File: config.mk
export PLATFORM = sky130hd
export DESIGN_NAME = ixreg_bank
export DESIGN_NICKNAME = d
export VERILOG_FILES = /design/src/rtl/ixreg_pkg.sv /design/src/rtl/ixreg_decode.sv /design/src/rtl/ixreg_file.sv /design/src/rtl/ixreg_resp.sv /design/src/rtl/ixreg_bank.sv
export SDC_FILE = /design/constraint.sdc
export NUM_CORES = 1
export LEC_CHECK = 0
export CAP_MARGIN = 20
export CORE_MARGIN = 10
export CORE_UTILIZATION = 64
export DETAILED_ROUTE_END_ITERATION = 10
export DONT_BUFFER_PORTS = 1
export GPL_TIMING_DRIVEN = 0
export PLACE_DENSITY = 0.8
export SLEW_MARGIN = 20
export SYNTH_ARGS = -nofsm -noshare
export SYNTH_HDL_FRONTEND = slang
export SYNTH_HIERARCHICAL = 1
export SYNTH_SLANG_ARGS = --single-unit
File: constraint.sdc
create_clock -name clk -period 6.1 [get_ports clk]
set_input_delay 0.61 -clock clk [delete_from_list [all_inputs] [get_ports clk]]
set_output_delay 0.61 -clock clk [all_outputs]
set_load 0.05 [all_outputs]
File: src/rtl/ixreg_pkg.sv
package ixreg_pkg;

    localparam logic [1:0] SZ_BYTE = 2'd0;
    localparam logic [1:0] SZ_WORD = 2'd1;

    typedef enum logic [2:0] {
        OP_NONE,
        OP_PTR_WR,
        OP_PTR_RD,
        OP_DAT_WR,
        OP_DAT_RD,
        OP_PAIR_WR,
        OP_REJECT
    } op_e;

    typedef struct packed {
        op_e        op;
        logic [7:0] lo;
        logic [7:0] hi;
    } access_t;

    function automatic logic is_data_write(op_e op);
        return (op == OP_DAT_WR) || (op == OP_PAIR_WR);
    endfunction

    function automatic logic is_read(op_e op);
        return (op == OP_PTR_RD) || (op == OP_DAT_RD);
    endfunction

endpackage

File: src/rtl/ixreg_decode.sv
module ixreg_decode
    import ixreg_pkg::*;
#(
    parameter logic [15:0] BASE_ADDR = 16'h03D4,
    parameter logic [15:0] ALT_ADDR  = 16'h03B4,
    parameter bit          ALT_EN    = 1'b1
) (
    input  logic        alt_sel,
    input  logic        io_wr,
    input  logic        io_rd,
    input  logic [15:0] io_addr,
    input  logic [1:0]  io_size,
    input  logic [15:0] io_wdata,
    output access_t     acc
);

    logic [15:0] base;
    logic        hit_ptr;
    logic        hit_dat;

    always_comb begin
        base    = (ALT_EN && alt_sel) ? ALT_ADDR : BASE_ADDR;
        hit_ptr = (io_addr == base);
        hit_dat = (io_addr == base + 16'd1);
    end

    always_comb begin
        acc.op = OP_NONE;
        acc.lo = io_wdata[7:0];
        acc.hi = io_wdata[15:8];
        if ((io_wr || io_rd) && (hit_ptr || hit_dat)) begin
            if (io_size == SZ_BYTE) begin
                if (io_wr) acc.op = hit_ptr ? OP_PTR_WR : OP_DAT_WR;
                else       acc.op = hit_ptr ? OP_PTR_RD : OP_DAT_RD;
            end else if (io_size == SZ_WORD && io_wr && hit_ptr) begin
                acc.op = OP_PAIR_WR;
            end else begin
                acc.op = OP_REJECT;
            end
        end
    end

endmodule

File: src/rtl/ixreg_file.sv
module ixreg_file
    import ixreg_pkg::*;
#(
    parameter int NREG = 25
) (
    input  logic              clk,
    input  logic              rst,
    input  access_t           acc,
    output logic [7:0]        index_q,
    output logic [NREG*8-1:0] regs_flat,
    output logic [7:0]        rd_byte,
    output logic              wr_fire,
    output logic [7:0]        wr_idx,
    output logic [7:0]        wr_byte
);

    logic [7:0] bank [NREG];
    logic [7:0] sel_data;

    always_ff @(posedge clk) begin
        if (rst) begin
            index_q <= 8'h00;
        end else if (acc.op == OP_PTR_WR || acc.op == OP_PAIR_WR) begin
            index_q <= acc.lo;
        end
    end

    always_comb begin
        wr_fire = is_data_write(acc.op);
        wr_idx  = (acc.op == OP_PAIR_WR) ? acc.lo : index_q;
        wr_byte = (acc.op == OP_PAIR_WR) ? acc.hi : acc.lo;
    end

    for (genvar k = 0; k < NREG; k++) begin : g_reg
        always_ff @(posedge clk) begin
            if (rst) begin
                bank[k] <= 8'h00;
            end else if (wr_fire && wr_idx == 8'(k)) begin
                bank[k] <= wr_byte;
            end
        end
        assign regs_flat[k*8 +: 8] = bank[k];
    end

    always_comb begin
        sel_data = 8'h00;
        for (int k = 0; k < NREG; k++) begin
            if (index_q == 8'(k)) sel_data = bank[k];
        end
        rd_byte = (acc.op == OP_PTR_RD) ? index_q : sel_data;
    end

endmodule

File: src/rtl/ixreg_resp.sv
module ixreg_resp
    import ixreg_pkg::*;
(
    input  logic       clk,
    input  logic       rst,
    input  access_t    acc,
    input  logic [7:0] rd_byte,
    input  logic       wr_fire,
    input  logic [7:0] wr_idx,
    input  logic [7:0] wr_byte,
    output logic [7:0] io_rdata,
    output logic       io_rvalid,
    output logic       upd_stb,
    output logic [7:0] upd_idx,
    output logic [7:0] upd_data,
    output logic       acc_err
);

    always_ff @(posedge clk) begin
        if (rst) begin
            io_rdata  <= 8'h00;
            io_rvalid <= 1'b0;
            upd_stb   <= 1'b0;
            upd_idx   <= 8'h00;
            upd_data  <= 8'h00;
            acc_err   <= 1'b0;
        end else begin
            io_rvalid <= is_read(acc.op);
            io_rdata  <= is_read(acc.op) ? rd_byte : 8'h00;
            upd_stb   <= wr_fire;
            upd_idx   <= wr_fire ? wr_idx : 8'h00;
            upd_data  <= wr_fire ? wr_byte : 8'h00;
            acc_err   <= (acc.op == OP_REJECT);
        end
    end

endmodule

File: src/rtl/ixreg_bank.sv
module ixreg_bank
    import ixreg_pkg::*;
#(
    parameter int          NREG      = 25,
    parameter logic [15:0] BASE_ADDR = 16'h03D4,
    parameter logic [15:0] ALT_ADDR  = 16'h03B4,
    parameter bit          ALT_EN    = 1'b1
) (
    input  logic              clk,
    input  logic              rst,
    input  logic              alt_sel,
    input  logic              io_wr,
    input  logic              io_rd,
    input  logic [15:0]       io_addr,
    input  logic [1:0]        io_size,
    input  logic [15:0]       io_wdata,
    output logic [7:0]        io_rdata,
    output logic              io_rvalid,
    output logic              upd_stb,
    output logic [7:0]        upd_idx,
    output logic [7:0]        upd_data,
    output logic              acc_err,
    output logic [NREG*8-1:0] regs_o
);

    access_t    acc;
    logic [7:0] index_q;
    logic [7:0] rd_byte;
    logic       wr_fire;
    logic [7:0] wr_idx;
    logic [7:0] wr_byte;

    ixreg_decode #(
        .BASE_ADDR(BASE_ADDR),
        .ALT_ADDR (ALT_ADDR),
        .ALT_EN   (ALT_EN)
    ) u_dec (
        .alt_sel (alt_sel),
        .io_wr   (io_wr),
        .io_rd   (io_rd),
        .io_addr (io_addr),
        .io_size (io_size),
        .io_wdata(io_wdata),
        .acc     (acc)
    );

    ixreg_file #(.NREG(NREG)) u_file (
        .clk      (clk),
        .rst      (rst),
        .acc      (acc),
        .index_q  (index_q),
        .regs_flat(regs_o),
        .rd_byte  (rd_byte),
        .wr_fire  (wr_fire),
        .wr_idx   (wr_idx),
        .wr_byte  (wr_byte)
    );

    ixreg_resp u_resp (
        .clk      (clk),
        .rst      (rst),
        .acc      (acc),
        .rd_byte  (rd_byte),
        .wr_fire  (wr_fire),
        .wr_idx   (wr_idx),
        .wr_byte  (wr_byte),
        .io_rdata (io_rdata),
        .io_rvalid(io_rvalid),
        .upd_stb  (upd_stb),
        .upd_idx  (upd_idx),
        .upd_data (upd_data),
        .acc_err  (acc_err)
    );

endmodule

==> results.md, run 1 <==
- Outcome: completed
- Core ar.: 0.01790 sq mm
- Design Area, Final: 0.01266 sq mm
- Area growth, synth to finish: 9.114%
- CP Cell Sequence: or3b_1 > a2111o_1 > or3_1 > ha_1 > or2_2 > a21oi_1 > nor3_2 > and3b_1 > buf_4 > mux2i_1 > nor3_1 > nand2_1 > o21bai_1
- Final Hold Viols: 0
- Hold endpoint: u_file/index_q[4]$_SDFFE_PP0P_
- CTS clk-pin slew, worst paths: 0.06 ns
- Post-DP HPWL: 33.77 mm
- Ys async rst share: 0%
- CTS resizes: 0
- H-Tree Depth: 1
- DR iter-0 viols: 1822
- Width of the die: 154.6 um
- Global route total overflow: 0
- Post-CTS setup buffers: 0
- Clk_lat worst skew: 0.54 ns
- EDFF count, synth: 200
- Die Height: 154.6 um
- Hold path cells: 3
- Final WL: 45.64 mm
- Met2 WL: 20.20 mm
- Max-cap violation count: 0
- Crit-path slowest cell: o21bai_1
- PortBufs: 0
- Syn Nets: 1099
- Pint: 2.625 mW
- Filler Cell Count: 1285
- CTS Buf Count: 24
- Mapped cell area: 0.01160 sq mm
- Max-Slew Margin vs Limit: 11.19%
- Leakage: 4.558 nW
- Detailed Routing Iterations Pass 1: 6
- Switching share of total power: 27.81%
- Sequential-to-total area share from yosys stat: 57.81%
- DR top layer: met4
- Max VDD drop: 0.3276 mV
- Depth of the most critical reg-to-reg path: 9
- Critical path arrival: 5.31 ns
- Flops & latches, synth: 235
- # setup viols final: 0
- # hold bufs at CTS: 0
- Total track usage: 36.47%
- Routed Antenna Nets: 0
- WS Path Type: in -> reg
- CP Launch Point: alt_sel
- CP max FO: 11
- Fmax: 193.4 MHz
- Vias in the first global route: 9042
- Routed via count: 9676
- Netlist cell types: 86
- Post-Syn Instances: 1059
- PnR Total Power: 3.637 mW
- CTS sink count: 235
- Reg-to-Reg Start: u_file/index_q[1]$_SDFFE_PP0P_
- Worst Setup End Kind: flip-flop
- Initial antenna violation count: 0
- Sw power: 1.011 mW
- CTS max path bufs: 3
- Top FF cell, synth: edfxtp_1
- Ranking of synthesized cells by area: edfxtp_1, nor2_1, dfxtp_1
- Min cycle time layout: 5.172 ns
- Worst Hold Class: in -> reg
- Avg Cell Area, Syn: 10.95 sq um
- IO Pins: 266
- Initial Util: 64.80%
- Min-delay src: io_wdata[4]
- CTS tree: done
- Setup TNS: 0 ns
- Dominant cell type by area after synthesis: edfxtp_1
- Post-synth top area share: 51.77%
- RSZ-0062 raised after global routing: no
- Startpoint types: input port
- R2r endpoint: u_resp/io_rdata[5]$_SDFF_PP0_
- CP required: 6.24 ns
- Row count: 49
- Period utilization: 84.78%
- Final RePlAce weighted congestion: 1.042
- M1 wire length: 15.26 mm
- Number of vias per cell: 7.259
- Sequential Power Share: 57.6%
- Hold Worst Slack: 0.3555 ns
- Final Slew Violations: 0
- CP peak stage delay: 0.92 ns
- Clock skew: 0.02154 ns
- Final nets: 1125
- Worst slew pin tran: 1.332 ns
- Reg-to-reg setup timing slack: 2.43 ns
- Drt drc: 0
- Dpl cell area: 0.01191 sq mm
- Ys Warns: 6
- Root Buffer: clkbuf_16
- First-pass GRT wire length: 64.84 mm
- Clock power share: 38.6%
- Largest net degree at the start of global routing: 16
- WL/cell: 34.24 um
- Combinational Power Share: 3.8%
- Ratio of cells with drive above 1 in the final layout: 13.24%
- Pwr Density: 287.3 mW/mm^2
- Met3 WL: 8.047 mm
- Full die area: 0.02391 sq mm
==> placed cells by master (no fill, tap or decap), types with 5 or more instances in the layout <==
cell type / netlist / layout
dfxtp_1: 35 / 35
nand3_1: 12 / 12
nand2_1: 80 / 80
a221oi_1: 8 / 8
buf_4: 18 / 18
edfxtp_1: 200 / 200
a21oi_1: 32 / 32
a22oi_1: 12 / 12
or3_1: 9 / 9
o21bai_1: 8 / 8
buf_2: 20 / 20
clkbuf_1: 34 / 40
clkinv_2: 0 / 5
o211ai_1: 6 / 6
a32oi_1: 5 / 5
a211oi_1: 6 / 6
nand2b_1: 16 / 16
nor3_1: 18 / 17
clkbuf_16: 0 / 24
a31oi_1: 13 / 13
and2_1: 22 / 22
buf_6: 10 / 10
mux2i_2: 0 / 5
o21ai_0: 32 / 32
nor3b_1: 7 / 7
mux2i_1: 32 / 27
and3_1: 12 / 12
o22ai_1: 9 / 9
nor2b_1: 10 / 10
nand3b_1: 5 / 5
nor4_1: 8 / 8
nor2_1: 230 / 230
a21o_1: 19 / 19
mux2_2: 17 / 17
mux4_2: 10 / 10
inv_1: 22 / 22
==> power by group through the flow <==
| stage | registers [mW] | logic [mW] | clock network [mW] |
|---|---|---|---|
| floorplan | 2.09 | 0.0795 | 0 |
| global placement | 2.13 | 0.126 | 0 |
| detailed placement | 2.13 | 0.130 | 0 |
| CTS | 2.10 | 0.130 | 1.40 |
| global route | 2.10 | 0.140 | 1.46 |
| finish | 2.10 | 0.137 | 1.40 |
==> synthesized netlist by cell type (16+ instances only) <==
cell and number:
a21o_1 19, inv_1 22, nor3_1 18, buf_4 18, clkbuf_1 34, edfxtp_1 200, nor2_1 230, o21ai_0 32
and2_1 22, nand2b_1 16, mux2_2 17, a21oi_1 32, dfxtp_1 35, buf_2 20, nand2_1 80, mux2i_1 32
==> layer usage <==
metal	track usage, %	vias up
met4	13.14	0
met5	0	-
met2	55.34	1036
met3	15.47	169
met1	45.77	4602
li1	-	3869
==> state kept, by name (all words and copies together), names as in the netlist <==
register / count
u_file/bank: 200
u_resp/upd_data: 8
u_file/index_q: 8
u_resp/acc_err: 1
u_resp/upd_idx: 8
u_resp/io_rvalid: 1
u_resp/upd_stb: 1
u_resp/io_rdata: 8
==> worst max-delay path by stage <==
stage                                             endpoint  slack, ns  cells past startpoint
after floorplan           u_file/bank[1][10]$_SDFFCE_PN0P_       1.38                     13
after global placement     u_file/bank[1][0]$_SDFFCE_PN0P_       0.28                     13
after detailed placement  u_file/bank[1][16]$_SDFFCE_PN0P_       0.23                     13
after CTS                 u_file/bank[1][16]$_SDFFCE_PN0P_       0.74                     13
after global routing      u_file/bank[1][16]$_SDFFCE_PN0P_       0.76                     13
final                     u_file/bank[1][16]$_SDFFCE_PN0P_       0.93                     13
==> cell families after synthesis <==
family | count (synthesis) | synth area share, %
compound gates | 193 | 11.51
xor+xnor | 3 | 0.2913
fa+ha+maj | 1 | 0.1078
buf+inv | 109 | 5.198
flops | 235 | 57.81
mux | 59 | 6.352
simple gates | 459 | 18.73
==> final cells by class <==
type                       instances  area (sq um)  area share [%]
tap                              229         286.5           2.264
inverter                          23         86.33          0.6820
sequential                       235          6706           52.98
clock inverter                    13         107.6          0.8501
multi-input combinational        715          4315           34.09
clock buffer                      31         636.9           5.031
antenna                            1         2.502         0.01977
buffer                            86         516.7           4.082
==> through the flow <==
stage	setup WS, ns	utilization, %	instances
final	0.9284	70.71	1333
after global routing	0.7643	70.69	1332
after detailed placement	0.2287	66.51	1288
after floorplan	1.376	-	1059
after CTS	0.7436	70.67	1332
after global placement	0.2829	66.40	1288
==> critical path, delay by kind of cell <==
kind / cells / cell delay [ns]
mux: 1 / 0.14
fa+ha+maj: 1 / 0.27
simple gates: 7 / 2.61
buf+inv: 1 / 0.19
compound gates: 3 / 1.45
Note: power is estimated with default switching activity, not from simulation.
==> inputs of run 2 (changes only) <==
--- a/config.mk
+++ b/config.mk
@@ -5,6 +5,7 @@
 export SDC_FILE = /design/constraint.sdc
 export NUM_CORES = 1
 export LEC_CHECK = 0
+export ABC_AREA = 1
 export CAP_MARGIN = 20
 export CORE_MARGIN = 10
 export CORE_UTILIZATION = 64
==> constraint.sdc (replaced) <==
create_clock -name clk -period 5.03 [get_ports clk]
set_input_delay 0.503 -clock clk [delete_from_list [all_inputs] [get_ports clk]]
set_output_delay 0.503 -clock clk [all_outputs]
set_load 0.05 [all_outputs]
==> results.md, run 2 <==
- Sw power: 1.204 mW (was 1.011 mW)
- Reg with most FFs: u_file/bank (unchanged)
- Critical path arrival: 4.00 ns (was 5.31 ns)
- Area growth, synth to finish: 8.981% (was 9.114%)
- DR iter-0 viols: 1280 (was 1822)
- Dominant cell type by area after synthesis: edfxtp_1 (unchanged)
- Switching share of total power: 27.67% (was 27.81%)
- CTS clk-pin slew, worst paths: 0.06 ns (about the same)
- Combinational Power Share: 3.7% (was 3.8%)
- Number of vias per cell: 5.922 (was 7.259)
- Hold Worst Slack: 0.05820 ns (was 0.3555 ns)
- Largest family of logic cells by synthesized area: simple AND/OR/NAND/NOR gates (unchanged)
- Row count: 47 (was 49)
- Most common cell in the netlist: nor2_1 (unchanged)
- Clk_lat worst skew: 0.52 ns (was 0.54 ns)
- Sequential Power Share: 58.4% (was 57.6%)
- Post-Synth XOR/XNOR Area: 0% (was 0.2912%)
- Worst Setup Slack, final: 1.167 ns (was 0.9284 ns)
- Final RePlAce weighted congestion: 1.012 (was 1.042)
- Full die area: 0.02282 sq mm (was 0.02391 sq mm)
- FF/Latch Area: 0.006706 sq mm (unchanged)
- Fmax: 258.9 MHz
- Mapped cell area: 0.01099 sq mm (was 0.01160 sq mm)
- # setup viols final: 0 (unchanged)
- CTS resizes: 0 (unchanged)
- Simple-Gate Fraction of Synth Area: 28.64% (was 18.73%)
- Min cycle time layout: 3.863 ns
- Drt drc: 0 (unchanged)
- Initial Util: 65.82% (was 64.80%)
- Top FF cell, synth: edfxtp_1 (unchanged)
- WL/cell: 23.37 um (was 34.24 um)
- Proportion of synthesized area in mux cells: 0% (was 6.352%)
- Worst Setup End Kind: flip-flop (unchanged)
- # diodes: 0 (was 1)
- Final nets: 1307 (was 1125)
- Post-DP HPWL: 26.68 mm (was 33.77 mm)
- CTS sink count: 235 (unchanged)
- # hold bufs at CTS: 0 (unchanged)
- CTS tree: done (unchanged)
- Most Frequent Cell on Critical Path: nand2_1
- Width of the die: 151.1 um (was 154.6 um)
- Ys Warns: 6 (unchanged)
- Final WL: 35.15 mm (was 45.64 mm)
- Total track usage: 29.82% (was 36.47%)
- Pint: 3.149 mW (was 2.625 mW)
- Most common cell after layout, fill and taps aside: nor2_1 (unchanged)
- Final Slew Violations: 0 (unchanged)
- Startpoint types: input port (unchanged)
- Post-synth top area share: 54.64% (was 51.77%)
- RSZ-0062 raised after global routing: no (unchanged)
- First-pass GRT wire length: 51.10 mm (was 64.84 mm)
- WS Path Type: in -> reg (unchanged)
- EDFF count, synth: 200 (unchanged)
- Period utilization: 76.80%
- Ranking of synthesized cells by area: edfxtp_1, nor2_1, nand2_1 (was edfxtp_1, nor2_1, dfxtp_1)
- H-Tree Depth: 1 (unchanged)
- IO Pins: 266 (unchanged)
- Multi-input logic area: 0.003456 sq mm (was 0.004315 sq mm)
- Avg Cell Area, Syn: 8.850 sq um (was 10.95 sq um)
- Ys async rst share: 0% (unchanged)
- Setup TNS: 0 ns (unchanged)
- Die Height: 151.1 um (was 154.6 um)
- Vias in the first global route: 8632 (was 9042)
- Flops & latches, synth: 235 (unchanged)
- Clock skew: 0.009901 ns (was 0.02154 ns)
- Post-Syn Instances: 1242 (was 1059)
- Initial antenna violation count: 0 (unchanged)
- Post-CTS setup buffers: 0 (unchanged)
- Pwr Density: 363.4 mW/mm^2 (was 287.3 mW/mm^2)
- Netlist cell types: 31 (was 86)
- Ratio of cells with drive above 1 in the final layout: 7.710% (was 13.24%)
- CTS Buf Count: 23 (was 24)
- Sequential-to-total area share from yosys stat: 61.01% (was 57.81%)
- Design Area, Final: 0.01198 sq mm (was 0.01266 sq mm)
- Global route total overflow: 0 (unchanged)
- Final Hold Viols: 0 (unchanged)
- Max-cap violation count: 0 (unchanged)
- Max reg flops: 200 (unchanged)
- Root Buffer: clkbuf_16 (unchanged)
- Max-Slew Margin vs Limit: 24.96% (was 11.19%)
- Dpl cell area: 0.01127 sq mm (was 0.01191 sq mm)
- CP max FO: 10 (was 11)
- Syn Nets: 1282 (was 1099)
- CP Cell Sequence: inv_1 > nand2_1 > nor2_1 > nand2_1 > nor2_2 > nand2_1 > ha_1 > nand2_1 > a21oi_2 > nor2_4 > nand2_2 > buf_2 > nand2_1 > o21ai_1 > inv_1 > nor2_1 > inv_1 > nor2_1 > inv_1 > o21ai_1 (was or3b_1 > a2111o_1 > or3_1 > ha_1 > or2_2 > a21oi_1 > nor3_2 > and3b_1 > buf_4 > mux2i_1 > nor3_1 > nand2_1 > o21bai_1)
- CP required: 5.17 ns (was 6.24 ns)
- Max VDD drop: 0.3012 mV (was 0.3276 mV)
- Final core utilization: 71.73% (was 70.71%)
- Crit-path slowest cell: o21ai_1 (was o21bai_1)
- Routed Antenna Nets: 0 (unchanged)
- CTS max path bufs: 3 (unchanged)
- Clock power share: 37.8% (was 38.6%)
- Leakage: 4.839 nW (was 4.558 nW)
- Worst Hold Class: in -> reg (unchanged)
- Synthesized-area fraction occupied by adder cells: 0.1138% (was 0.1079%)
- PortBufs: 0 (unchanged)
- Core ar.: 0.01670 sq mm (was 0.01790 sq mm)
- Post-synthesis compound-gate area fraction: 2.686% (was 11.51%)
- Routed via count: 8906 (was 9676)
- Detailed Routing Iterations Pass 1: 6 (unchanged)
- Dpl ws: 0.4818 ns (was 0.2287 ns)
- Commonest non-fill, non-tap cells in the layout: nor2_1, nand2_1, edfxtp_1, inv_1, nand3_1 (was nor2_1, edfxtp_1, nand2_1, clkbuf_1, dfxtp_1)
- Filler Cell Count: 1266 (was 1285)
- Worst slew pin tran: 1.118 ns (was 1.332 ns)
- Synth top cells by count: nor2_1, nand2_1, edfxtp_1, inv_1, nand3_1 (was nor2_1, edfxtp_1, nand2_1, dfxtp_1, clkbuf_1)
- Outcome: completed (unchanged)
- CP peak stage delay: 0.74 ns (was 0.92 ns)
- Largest net degree at the start of global routing: 15 (was 16)
==> run 2: cell count changes in the layout (fill, tap and decap cells not counted), sizes merged, moves of 17 or more <==
cell / before / now
nand3: 12 / 59
mux2i: 32 / 0
nand4: 3 / 36
nor2: 238 / 348
inv: 24 / 147
nand2: 80 / 289
buf: 51 / 28
mux2: 17 / 0
a21o: 19 / 0
and2: 23 / 0
nand2b: 17 / 0
==> run 2: final timing paths <==
path,startpoint,cells after the start,slack [ns],end
setup / recovery,io_addr[12],20,1.17,u_file/bank[1][53]$_SDFFCE_PN0P_
hold / removal,rst,1,0.06,u_resp/acc_err$_SDFF_PP0_
setup reg to reg,u_file/index_q[2]$_SDFFE_PP0P_,21,1.81,u_resp/io_rdata[0]$_SDFF_PP0_
hold reg to reg,u_file/index_q[6]$_SDFFE_PP0P_,4,0.64,u_resp/io_rdata[6]$_SDFF_PP0_
==> run 2: worst max-delay path, delay by kind of cell <==
kind,cells,cell delay (ns)
AOI/OAI and AO/OA,3,1.24
adders and majority gates,1,0.27
and+or+nand+nor,11,1.34
buffers and inverters,5,0.64
==> run 2: cells by family (layout without fill, tap and decap cells) <==
logic type | Yosys count | after routing
and+or+nand+nor | 753 | 753
buffers and inverters | 197 | 239
adders and majority gates | 1 | 1
DFF | 235 | 235
AOI/OAI and AO/OA | 56 | 56
==> run 2: metrics by stage <==
stage                     cells  total power [mW]
final                      1504             4.353
after global routing       1504             4.461
after CTS                  1504             4.349
after detailed placement   1462             2.742
after global placement     1462             2.736
after floorplan            1242             2.647
==> run 2: layout make-up <==
type / count / area share [%]
sequential: 235 / 55.98
multi-input combinational: 810 / 28.85
clock buffer: 30 / 5.170
inverter: 146 / 4.575
buffer: 51 / 2.350
tap: 220 / 2.298
clock inverter: 12 / 0.7729
==> run 2: metal layers <==
metal	routed length [um]	vias to the layer above	share of wire [%]	global-route usage, %
met2	16730	643	48	48.60
met1	11610	4180	33	36.31
li1	-	4018	-	-
met5	0	-	0	0
met3	5894	65	17	11.37
met4	916	0	2.6	8.662
==> run 2: power groups by stage <==
stage	Sequential [mW]	Combinational (mW)	Clock [mW]
floorplan	2.55	0.0992	0
global placement	2.58	0.153	0
detailed placement	2.59	0.155	0
CTS	2.55	0.157	1.65
global route	2.55	0.172	1.74
finish	2.54	0.162	1.65
